===== config.mk =====
export PLATFORM = sky130hd
export DESIGN_NAME = proc_ctrl_latch
export DESIGN_NICKNAME = d
export VERILOG_FILES = /design/src/rtl/pcl_pkg.sv /design/src/rtl/pcl_io_decode.sv /design/src/rtl/pcl_ctrl_reg.sv /design/src/rtl/pcl_parity_latch.sv /design/src/rtl/proc_ctrl_latch.sv
export SDC_FILE = /design/constraint.sdc
export NUM_CORES = 1
export LEC_CHECK = 0
export ABC_AREA = 1
export BUFFER_PORTS_ARGS = -buffer_cell sky130_fd_sc_hd__buf_2
export CAP_MARGIN = 10
export CORE_MARGIN = 1.5
export CORE_UTILIZATION = 32
export DETAILED_ROUTE_END_ITERATION = 12
export GPL_TIMING_DRIVEN = 0
export PLACE_DENSITY = 0.83
export REMOVE_ABC_BUFFERS = 1
export SYNTH_ARGS = -nofsm -noshare
export SYNTH_HDL_FRONTEND = slang
export SYNTH_HIERARCHICAL = 1
export SYNTH_SLANG_ARGS = --single-unit

===== constraint.sdc =====
create_clock -name clk -period 2.3 [get_ports clk]
set_clock_uncertainty 0.15 [all_clocks]
set_input_delay 0.345 -clock clk [delete_from_list [all_inputs] [get_ports clk]]
set_output_delay 0.345 -clock clk [all_outputs]
set_load 0.02 [all_outputs]

===== src/rtl/pcl_pkg.sv =====
// Package: shared constants and types for the processor control register block.
// Assumes the I/O address is at least 15 bits wide so bits 11..14 exist.
package pcl_pkg;

    // Address bit that selects each function of the partially decoded I/O space
    localparam int SEL_PIC_BIT  = 11;
    localparam int SEL_DBG_BIT  = 12;
    localparam int SEL_CTRL_BIT = 13;
    localparam int SEL_CLR_BIT  = 14;

    // Number of control-register bits that carry a function
    localparam int CTRL_W = 7;

    // Control register layout, most significant field first
    typedef struct packed {
        logic [2:0] ind;      // bits 6..4 : indicator lamps
        logic       rom_sel;  // bit 3     : ROM-select indicator
        logic       lock;     // bit 2     : bus-lock request
        logic       chk_n;    // bit 1     : parity check enable, active low
        logic       lmem;     // bit 0     : local memory disable, active low
    } ctrl_t;

endpackage


===== src/rtl/pcl_io_decode.sv =====
// Module: partial address decode of the I/O space.
// Each function is selected by a single address bit, so several selects can
// be active in one access. External selects follow any access; register load
// and latch clear need a write.
module pcl_io_decode
    import pcl_pkg::*;
#(
    parameter int IO_AW = 20
) (
    input  logic             io_req,
    input  logic             io_we,
    input  logic [IO_AW-1:0] io_addr,
    output logic             pic_sel,
    output logic             dbg_sel,
    output logic             ctrl_wr,
    output logic             par_clr
);

    logic wr_acc;
    logic addr_unused;

    // Purpose: form a qualified write strobe
    always_comb wr_acc = io_req & io_we;

    // Purpose: one select per address bit, no mutual exclusion
    always_comb begin
        pic_sel = io_req & io_addr[SEL_PIC_BIT];
        dbg_sel = io_req & io_addr[SEL_DBG_BIT];
        ctrl_wr = wr_acc & io_addr[SEL_CTRL_BIT];
        par_clr = wr_acc & io_addr[SEL_CLR_BIT];
    end

    // Purpose: the remaining address bits take no part in the decode
    assign addr_unused = ^{io_addr[SEL_PIC_BIT-1:0], io_addr[IO_AW-1:SEL_CLR_BIT+1]};

endmodule


===== src/rtl/pcl_ctrl_reg.sv =====
// Module: write-only control register and parity indicator capture.
// Loads on a qualified write; at the same edge captures the latch state
// as it stood before that edge. Clears to zero on reset.
module pcl_ctrl_reg
    import pcl_pkg::*;
(
    input  logic              clk,
    input  logic              rst_n,
    input  logic              ctrl_wr,
    input  logic [CTRL_W-1:0] wdata,
    input  logic              par_state,
    output ctrl_t             ctrl_q,
    output logic              err_led
);

    // Purpose: hold the register fields
    always_ff @(posedge clk) begin
        if (!rst_n) begin
            ctrl_q <= '0;
        end else if (ctrl_wr) begin
            ctrl_q <= ctrl_t'(wdata);
        end
    end

    // Purpose: copy the pre-edge latch state to the indicator on each write
    always_ff @(posedge clk) begin
        if (!rst_n) begin
            err_led <= 1'b0;
        end else if (ctrl_wr) begin
            err_led <= par_state;
        end
    end

endmodule


===== src/rtl/pcl_parity_latch.sv =====
// Module: sticky parity-error latch.
// Sets on a reported error for a checked access in the low page. Clears on a
// dedicated write. When both happen at one edge, the set wins.
module pcl_parity_latch #(
    parameter int MEM_AW  = 20,
    parameter int PAGE_AW = 12
) (
    input  logic              clk,
    input  logic              rst_n,
    input  logic              chk_en,
    input  logic              mem_valid,
    input  logic [MEM_AW-1:0] mem_addr,
    input  logic              mem_perr,
    input  logic              clr,
    output logic              pending
);

    logic low_page;
    logic set_req;
    logic page_unused;

    // Purpose: detect the low page, or treat all of memory as one page
    generate
        if (PAGE_AW >= MEM_AW) begin : g_one_page
            assign low_page    = 1'b1;
            assign page_unused = ^mem_addr;
        end else begin : g_paged
            assign low_page    = ~|mem_addr[MEM_AW-1:PAGE_AW];
            assign page_unused = ^mem_addr[PAGE_AW-1:0];
        end
    endgenerate

    // Purpose: combined set condition
    always_comb set_req = mem_valid & mem_perr & chk_en & low_page;

    // Purpose: sticky state, set has priority over clear
    always_ff @(posedge clk) begin
        if (!rst_n) begin
            pending <= 1'b0;
        end else if (set_req) begin
            pending <= 1'b1;
        end else if (clr) begin
            pending <= 1'b0;
        end
    end

endmodule


===== src/rtl/proc_ctrl_latch.sv =====
// Module: top of the processor control register and parity latch block.
// Ties the I/O decode, the control register and the parity latch together
// and maps the register fields to their outputs. Active-low fields are turned
// into active-high enables here.
module proc_ctrl_latch
    import pcl_pkg::*;
#(
    parameter int IO_AW   = 20,
    parameter int MEM_AW  = 20,
    parameter int PAGE_AW = 12
) (
    input  logic              clk,
    input  logic              rst_n,
    input  logic              io_req,
    input  logic              io_we,
    input  logic [IO_AW-1:0]  io_addr,
    input  logic [7:0]        io_wdata,
    input  logic              mem_valid,
    input  logic [MEM_AW-1:0] mem_addr,
    input  logic              mem_perr,
    output logic              pic_sel,
    output logic              dbg_sel,
    output logic              local_mem_on,
    output logic              parity_chk_on,
    output logic              bus_lock,
    output logic              rom_led,
    output logic [2:0]        ind_led,
    output logic              err_led,
    output logic              parity_irq
);

    logic  ctrl_wr;
    logic  par_clr;
    logic  pending;
    ctrl_t ctrl_q;
    logic  wdata_unused;

    pcl_io_decode #(
        .IO_AW (IO_AW)
    ) i_decode (
        .io_req  (io_req),
        .io_we   (io_we),
        .io_addr (io_addr),
        .pic_sel (pic_sel),
        .dbg_sel (dbg_sel),
        .ctrl_wr (ctrl_wr),
        .par_clr (par_clr)
    );

    pcl_ctrl_reg i_ctrl (
        .clk       (clk),
        .rst_n     (rst_n),
        .ctrl_wr   (ctrl_wr),
        .wdata     (io_wdata[CTRL_W-1:0]),
        .par_state (pending),
        .ctrl_q    (ctrl_q),
        .err_led   (err_led)
    );

    pcl_parity_latch #(
        .MEM_AW  (MEM_AW),
        .PAGE_AW (PAGE_AW)
    ) i_latch (
        .clk       (clk),
        .rst_n     (rst_n),
        .chk_en    (parity_chk_on),
        .mem_valid (mem_valid),
        .mem_addr  (mem_addr),
        .mem_perr  (mem_perr),
        .clr       (par_clr),
        .pending   (pending)
    );

    // Purpose: map register fields to outputs, inverting the active-low ones
    always_comb begin
        local_mem_on  = ctrl_q.lmem;
        parity_chk_on = ~ctrl_q.chk_n;
        bus_lock      = ctrl_q.lock;
        rom_led       = ctrl_q.rom_sel;
        ind_led       = ctrl_q.ind;
        parity_irq    = pending;
    end

    // Purpose: the top write-data bit has no function
    assign wdata_unused = io_wdata[7];

endmodule


==> results of run 1 <==
-- tightest hold or removal path: stages --
cell and delay, ps:
buf_2 70, inv_1 30, nand2_1 40, nand2_1 40
nor2_1 70
-- Yosys cell counts (all sizes together) --
| master | count |
|---|---|
| buf | 3 |
| dfxtp | 9 |
| inv | 22 |
| nand3 | 1 |
| nand2 | 25 |
| nor2 | 21 |
| a21oi | 1 |
-- layout make-up --
cell class	instances	share of cell area [%]
multi-input cells	48	28.3
flip-flops and latches	9	26.7
repair buffers	35	25.9
inverters	22	12.2
clock buffers	4	3.89
well taps	16	2.96
-- logic make-up (layout without fill, tap and decap cells) --
| group | after synthesis | after routing |
|---|---|---|
| AO/OA/AOI/OAI | 1 | 1 |
| buffers and inverters | 25 | 61 |
| flip-flops | 9 | 9 |
| AND/OR/NAND/NOR | 47 | 47 |
-- state kept, by name, indices dropped and copies added (netlist names) --
register and count:
i_ctrl/ctrl_q 7, i_ctrl/err_led 1, i_latch/pending 1
-- worst paths after layout --
check,startpoint,to,cells past startpoint
setup / recovery,io_req,i_ctrl/ctrl_q[0],6
hold / removal,io_wdata[3],i_ctrl/ctrl_q[3],5
setup reg to reg,i_ctrl/ctrl_q[1],i_latch/pending,5
hold reg to reg,i_ctrl/err_led,i_ctrl/err_led,2
-- routing by layer --
metal / up-vias / GRT usage [%]
met5: - / 0
met4: 0 / 1.25
met3: 0 / 6.90
met2: 21 / 21.8
met1: 212 / 15.5
li1: 294 / -
-- power groups by stage --
stage	Sequential, µW	Combinational [µW]	Clock, µW
detailed placement	170	71.5	0
CTS	166	71.6	125
global placement	169	69.0	0
global route	167	80.9	140
finish	166	70.6	117
floorplan	177	29.9	0
-- per-stage QoR --
step                      utilization (%)  hold WS (ps)  worst slack (ps)  power (µW)
final                                45.9           228               800         354
after global routing                 45.9           240               591         388
after global placement               44.1           306               526         238
after detailed placement             44.1           310               494         241
after floorplan                         -           299               857         207
after CTS                            45.9           220               770         363
-- placed cells by master, fill, tap and decap left out --
cell | Yosys | layout
nor2_1 | 21 | 21
dfxtp_1 | 9 | 9
inv_1 | 22 | 22
nand2_1 | 23 | 23
buf_2 | 0 | 35
nand2_2 | 2 | 2
clkbuf_1 | 0 | 1
a21oi_2 | 1 | 1
nand3_1 | 1 | 1
clkbuf_4 | 0 | 3
==> impl_results.md, run 1 <==
- Congestion Overflow GR: 0
- DRC: 0
- Drt total wl: 969 µm
- Max frequency: 667 MHz
- TritonCTS clock tree: built
- Synth top area share: 36.4%
- Synth warn: 6
- Mux contribution to synthesized area: 0%
- TNS Setup: 0 ps
- CP Cell Sequence: buf_2 -> nand2_1 -> nor2_1 -> nand2_1 -> nand2_1 -> nor2_1
- Rows: 14
- Routed wire length per instance: 7.23 µm
- Overall Global Routing Usage: 13.1%
- First-pass GRT wire length: 1810 µm
- # H-tree levels: 1
- Drt pass-1 iters: 4
- Synth area leaders: dfxtp_1, nand2_1, inv_1
- Status: complete, no violations
- Root Buffer: clkbuf_4
- Final ANT Viol Nets: 0
- Area Overhead vs Synth: 36.4%
- Worst-Skew Late Latency: 250 ps
- Critical Path Fanout Max: 16
- Period utilisation layout: 65.2%
- Slew Viols, Final: 0
- Complex-gate fraction of the synthesized area: 1.77%
- Leakage power: 0.000436 µW
- CP max-delay cell: nor2_1
- # IOs: 65
- # placed instances: 130
- Via Count: 527
- Yosys top cell by area: dfxtp_1
- Post-synthesis sequential area ratio: 36.4%
- Final Hold Fails: 0
- Largest family of logic cells by synthesized area: simple AND/OR/NAND/NOR gates
- Share of layout cells above drive strength 1: 34.7%
- Pwr Density: 524 nW/µm²
- Syn avg cell area: 6.04 µm²
- 1st-iter DRT viols: 9
- Distinct cells, synth: 9
- Post-Synth Simple-Gate Area: 36.9%
- Final std cells w/o fill: 134
- CP Buf/Inv Count: 1
- WP data arrival: 1500 ps
- Reg power frac: 47.0%
- PostCTS Resize Cnt: 0
- Final min period: 1500 ps
- Largest net degree at the start of global routing: 17
- Die extent in x: 42.4 µm
- N_diodes: 0
- Initial core utilization: 33.7%
- Reported net switching power: 92.5 µW
- Xor and xnor area share after synthesis: 0%
- Metal-1 WL: 406 µm
- Reg area: 180 µm²
- Mapped Area: 495 µm²
- Sw frac: 26.1%
- Slowest cell delay on critical path: 750 ps
- Postcts setup bufs: 0
- Worst vdd ir: 0.000300 V
- CP startpoint kind: primary input
- Routed length on met2: 476 µm
- CTS clk-pin slew, worst paths: 60 ps
- Path type of the worst min-delay path: in2reg
- GPL Wtd Cong: 0.634
- Worst endpoint required time: 2300 ps
- Critical path class: in2reg
- Fill count: 161
- Port-buffer cells: 35
- Most used cell, CP: nand2_1
- Crit path max-delay family: simple AND/OR/NAND/NOR gates
- Metal3 WL: 86 µm
- Vias/cell: 3.93
- Register bit count reported by yosys: 9
- Final net count: 173
- Core ar.: 1470 µm²
- Total CTS buffers: 3
- Initial antenna violation count: 0
- Placed Instance Area: 649 µm²
- DP Wirelength: 796 µm
- Post-synthesis adder-cell area fraction: 0%
- Vias in the first global route: 468
- Power Internal: 261 µW
- Number of clock sinks: 9
- Relative slew slack: 33.5%
- Worst Setup End Kind: register
- Multi-input logic area: 191 µm²
- RSZ-0062 raised after global routing: false
- Part of the power in combinational logic: 20.0%
- Die area: 1790 µm²
- # setup viols final: 0
- Clock power share: 33.1%
- Synth Instances: 82
- Clock Path Buffers: 2
- Die height: 42.4 µm
- Final Instance Area: 676 µm²
- Worst-Margin Slew: 994 ps
- Worst R2R Setup Slack: 1380 ps
- Max-cap violations: 0
- Max Used Layer: met3
- Hold-fix buffers at CTS: 0
No activity file was read; power rests on OpenSTA's default activity.
==> inputs of run 2 (changes only) <==
--- a/config.mk
+++ b/config.mk
@@ -9,10 +9,10 @@
 export BUFFER_PORTS_ARGS = -buffer_cell sky130_fd_sc_hd__buf_2
 export CAP_MARGIN = 10
 export CORE_MARGIN = 1.5
-export CORE_UTILIZATION = 32
+export CORE_UTILIZATION = 30
 export DETAILED_ROUTE_END_ITERATION = 12
 export GPL_TIMING_DRIVEN = 0
-export PLACE_DENSITY = 0.83
+export PLACE_DENSITY = 0.78
 export REMOVE_ABC_BUFFERS = 1
 export SYNTH_ARGS = -nofsm -noshare
 export SYNTH_HDL_FRONTEND = slang
==> constraint.sdc (replaced) <==
create_clock -name clk -period 1.4 [get_ports clk]
set_clock_uncertainty 0.15 [all_clocks]
set_input_delay 0.21 -clock clk [delete_from_list [all_inputs] [get_ports clk]]
set_output_delay 0.21 -clock clk [all_outputs]
set_load 0.02 [all_outputs]
==> run 2 against run 1 <==
  * Clock-buffer cell count did not move
  * Register-to-register slack got worse by 910 ps
  * Combinational power rose by 64%
  * Routed wire length rose by 1.7%
  * Non-clock buffer count did not move
  * Core utilization fell by 1.4 points
  * Total power rose by 65%
  * First-iteration DRC count fell by 44%
  * Largest cell class unchanged
==> impl_results.md, run 2 (same netlist as run 1, synthesis figures left out) <==
- Area Overhead vs Synth: 36.9%
- Status: complete, no violations
- Number of clock sinks: 9
- Die area: 1900 µm²
- Vias/cell: 3.96
- Max reg flops: 7
- Worst-Margin Slew: 631 ps
- Via Count: 530
- Initial core utilization: 32.5%
- Biggest register: i_ctrl/ctrl_q
- Final min period: 1140 ps
- Most common cell after layout, fill and taps aside: buf_2
- Commonest cells after routing, fill and taps aside: buf_2, nand2_1, inv_1
- Share of layout cells above drive strength 1: 35.6%
- Overall Global Routing Usage: 12.6%
- # H-tree levels: 1
- Relative slew slack: 57.9%
- Top Registers: i_ctrl/ctrl_q x7, i_ctrl/err_led x1, i_latch/pending x1
- Critical Path Fanout Max: 2
- Die height: 43.6 µm
- Worst vdd ir: 0.000563 V
- Min Hold Slack: 83.2 ps
- Overall power: 584 µW
- Pwr Density: 861 nW/µm²
- # placed instances: 130
- Leakage power: 0.000436 µW
- Reg2reg start: i_ctrl/ctrl_q[1]
- RSZ-0062 raised after global routing: false
- Final net count: 173
- WP data arrival: 780 ps
- First-pass GRT wire length: 1790 µm
- Worst-Skew Late Latency: 260 ps
- Critical path class: reg2out
- Congestion Overflow GR: 0
- Drt total wl: 985 µm
- Worst Setup End Kind: output port
- Drt pass-1 iters: 3
- Hold-fix buffers at CTS: 0
- Rows: 14
- CP Cell Sequence: inv_1 -> buf_2
- GPL Wtd Cong: 0.575
- CTS clk-pin slew, worst paths: 60 ps
- Clock Path Buffers: 2
- CP max-delay cell: dfxtp_1
- Initial antenna violation count: 0
- CP Buf/Inv Count: 2
- Total CTS buffers: 3
- 1st-iter DRT viols: 5
- # IOs: 65
- Final ANT Viol Nets: 0
- Largest net degree at the start of global routing: 17
- Max frequency: 874 MHz
- Crit path max-delay family: flip-flops
- Period utilisation layout: 81.7%
- Vias in the first global route: 491
- Critical Path Start: i_ctrl/ctrl_q[1]
- Min-delay src: io_wdata[1]
- TNS Setup: 0 ps
- Die extent in x: 43.6 µm
- # setup viols final: 0
- Slowest cell delay on critical path: 310 ps
- Root Buffer: clkbuf_4
- Routed wire length per instance: 7.35 µm
- Slew Viols, Final: 0
- DP Wirelength: 802 µm
- Path type of the worst min-delay path: in2reg
- Final std cells w/o fill: 134
- Final Hold Fails: 0
- Max-cap violations: 0
- Worst endpoint required time: 1040 ps
- N_diodes: 0
- TritonCTS clock tree: built
- CP startpoint kind: register
- DRC: 0
- Port-buffer cells: 35
- Core ar.: 1520 µm²
-- run 2: cell counts in the layout (fill, tap and decap cells not counted) --
Identical to the previous run, type by type.
-- run 2: cell type report --
type,count,area (µm²)
Clock buffer,4,26.3
Fill cell,162,846
Inverter,22,82.6
Multi-Input combinational cell,48,194
Sequential cell,9,180
Tap cell,16,20.0
Timing Repair Buffer,35,175
-- run 2: power breakdown --
group,internal [µW],switching (µW),leakage (µW)
combinational,52.1,64.2,0.000347
clock,109,85.3,0.0000150
sequential,268,4.99,0.0000735
total,430,155,0.000436
-- run 2: timing repair --
action | CTS | global route
setup buffers | 0 | 0
endpoints found under the setup margin | 1 | 0
resized for setup | 1 | 0
-- run 2: through the flow --
step	utilization [%]	setup WS [ps]	instance area, µm²
4_1_cts	44.5	238	678
3_5_place_dp	42.6	-307	649
6_report	44.5	256	678
5_1_grt	44.5	131	678
3_3_place_gp	42.6	-218	649
2_1_floorplan	-	92.0	454
-- run 2: worst reg2reg max path, delay by kind of cell, from the launching register on --
kind,cells,cell delay [ps]
DFF,1,310
AOI/OAI and AO/OA,1,120
and+or+nand+nor,3,230
buffers and inverters,1,60
-- run 2: routing by layer --
metal  wire (µm)  GRT usage (%)  vias to the layer above
li1            -              -                      294
met1         395           12.6                      214
met2         501           22.9                       22
met3          87           6.25                        0
met4           0           3.64                        0
met5           0              0                        -
-- run 2: worst paths after layout --
kind                       to  slack, ps  depth (start not counted)
max             parity_chk_on        260                          2
min          i_ctrl/ctrl_q[1]         80                          5
max reg2reg   i_latch/pending        470                          5
min reg2reg  i_ctrl/ctrl_q[0]        320                          2
==> inputs of run 3 (changes only) <==
--- a/config.mk
+++ b/config.mk
@@ -9,10 +9,10 @@
 export BUFFER_PORTS_ARGS = -buffer_cell sky130_fd_sc_hd__buf_2
 export CAP_MARGIN = 10
 export CORE_MARGIN = 1.5
-export CORE_UTILIZATION = 30
+export CORE_UTILIZATION = 27
 export DETAILED_ROUTE_END_ITERATION = 12
 export GPL_TIMING_DRIVEN = 0
-export PLACE_DENSITY = 0.78
+export PLACE_DENSITY = 0.74
 export REMOVE_ABC_BUFFERS = 1
 export SYNTH_ARGS = -nofsm -noshare
 export SYNTH_HDL_FRONTEND = slang
==> constraint.sdc (replaced) <==
create_clock -name clk -period 1 [get_ports clk]
set_clock_uncertainty 0.15 [all_clocks]
set_input_delay 0.15 -clock clk [delete_from_list [all_inputs] [get_ports clk]]
set_output_delay 0.15 -clock clk [all_outputs]
set_load 0.02 [all_outputs]
==> run 3 against run 2 <==
  * Critical path depth did not move
  * Largest cell class is now non-clock buffers
  * Final cell count rose by 6.7%
  * Routed wire length rose by 9.8%
  * Worst setup slack got worse by 300 ps
  * Register-to-register slack got worse by 420 ps
  * Clock-buffer cell count did not move
  * Combinational power rose by 60%
  * First-iteration DRC count rose by 60%
  * Global-route usage fell by 0.35 points
  * Via count rose by 3.8%
  * The flow now finishes with violations (negative setup slack)
  * Sequential power rose by 42%
==> impl_results.md, run 3 (same netlist as run 1, synthesis figures left out) <==
- Vias in the first global route: 507
- DRC: 0
- Final Hold Fails: 0
- Worst endpoint required time: 700 ps
- Initial antenna violation count: 0
- Max frequency: 960 MHz
- Largest net degree at the start of global routing: 17
- Root Buffer: clkbuf_4
- N_diodes: 0
- Status: complete, but fails checks
- Max-cap violations: 0
- WP data arrival: 740 ps
- # IOs: 65
- Failing checks: negative setup slack
- Overall power: 844 µW
- Share of layout cells above drive strength 1: 44.1%
- Metal3 WL: 72 µm
- Util after Layout: 44.1%
- Path type of the worst min-delay path: in2reg
- Metal-1 WL: 428 µm
- TNS Setup: -57.5 ps
- Biggest register: i_ctrl/ctrl_q
- Final std cells w/o fill: 143
- Final worst slack: -42.2 ps
- Area Overhead vs Synth: 53.8%
- Worst Setup End Kind: output port
- Relative slew slack: 74.2%
- Number of clock sinks: 9
- Vias/cell: 3.85
- Final ANT Viol Nets: 0
- Critical Path Fanout Max: 2
- Clock Path Buffers: 2
- # H-tree levels: 1
- DP Wirelength: 848 µm
- Initial core utilization: 28.7%
- Worst vdd ir: 0.000663 V
- RSZ-0062 raised after global routing: true
- GPL Wtd Cong: 0.650
- Commonest cells after routing, fill and taps aside: buf_2, nand2_1, inv_1
- Fill count: 189
- Drt total wl: 1080 µm
- Die area: 2100 µm²
- Min Hold Slack: 25.6 ps
- # placed instances: 139
- Core ar.: 1730 µm²
- Die height: 45.8 µm
- Worst-Skew Late Latency: 250 ps
- Worst-Margin Slew: 387 ps
- Period utilisation layout: 104%
- Total CTS buffers: 3
- 1st-iter DRT viols: 8
- Most common cell after layout, fill and taps aside: buf_2
- Overall Global Routing Usage: 12.3%
- Routed length on met2: 581 µm
- Slew Viols, Final: 0
- Max Used Layer: met3
- Final net count: 173
- Congestion Overflow GR: 0
- Critical path class: reg2out
- Final min period: 1040 ps
- Rows: 15
- Critical Path Start: i_ctrl/ctrl_q[1]
- Top Registers: i_ctrl/ctrl_q x7, i_ctrl/err_led x1, i_latch/pending x1
- Via Count: 550
- CTS clk-pin slew, worst paths: 60 ps
- Port-buffer cells: 35
- First-pass GRT wire length: 1810 µm
- Pwr Density: 1110 nW/µm²
- Max reg flops: 7
- CP startpoint kind: register
- Reg2reg start: i_ctrl/ctrl_q[1]
- TritonCTS clock tree: built
- Postcts setup bufs: 0
- Routed wire length per instance: 7.57 µm
- # setup viols final: 5
- Die extent in x: 45.8 µm
- Leakage power: 0.000450 µW
- Min-delay src: io_wdata[2]
- Drt pass-1 iters: 4
==> run 3: changes by cell type in the layout (fill, tap and decap cells not counted) <==
cell     before  now
buf_2        35   26
buf_6         0    9
dfxtp_1       9    0
dfxtp_2       0    9
inv_1        22   21
inv_2         0    1
nor2_2        1    0
nor2_4        0    1
==> run 3: critical path: stages (launching register included) <==
cell and delay [ps]:
dfxtp_2 330, inv_2 40, buf_6 120
==> run 3: per-stage QoR <==
stage | setup slack (ps) | area [µm²]
after global placement | -584 | 661
after global routing | -86.0 | 762
after CTS | -48.5 | 762
final | -42.2 | 762
after detailed placement | -638 | 661
after floorplan | -248 | 454
==> run 3: path summary, 6_finish.rpt <==
check                                   endpoint  depth (start not counted)  slack (ps)
worst max-delay path               parity_chk_on                          2         -40
worst min-delay path            i_ctrl/ctrl_q[2]                          5          30
worst max register to register   i_latch/pending                          5          50
worst min register to register  i_ctrl/ctrl_q[5]                          2         320
==> run 3: timing repair <==
| item | CTS | global route |
|---|---|---|
| hold buffers | 0 | 0 |
| resized for setup | 30 | 0 |
| endpoints found under the setup margin | 17 | 10 |
| pin swaps | 0 | 1 |
==> run 3: routing by layer <==
layer	global-route usage [%]	vias to the layer above
met5	0	-
met4	3.43	0
met3	5.95	0
met2	24.8	17
met1	10.3	236
li1	-	297
==> run 3: layout make-up <==
class | instances | area (µm²) | area share [%]
flip-flops and latches | 9 | 191 | 25.1
clock buffers | 4 | 26.3 | 3.45
repair buffers | 35 | 231 | 30.4
multi-input cells | 48 | 199 | 26.1
inverters | 22 | 82.6 | 10.8
well taps | 25 | 31.3 | 4.11
==> run 3: power by group <==
group | internal (µW) | switching [µW] | leakage (µW) | total (µW)
Sequential | 378 | 10.9 | 0.0000774 | 389
Clock | 153 | 116 | 0.0000150 | 269
Combinational | 92.2 | 93.4 | 0.000358 | 186
Total | 624 | 221 | 0.000450 | 844
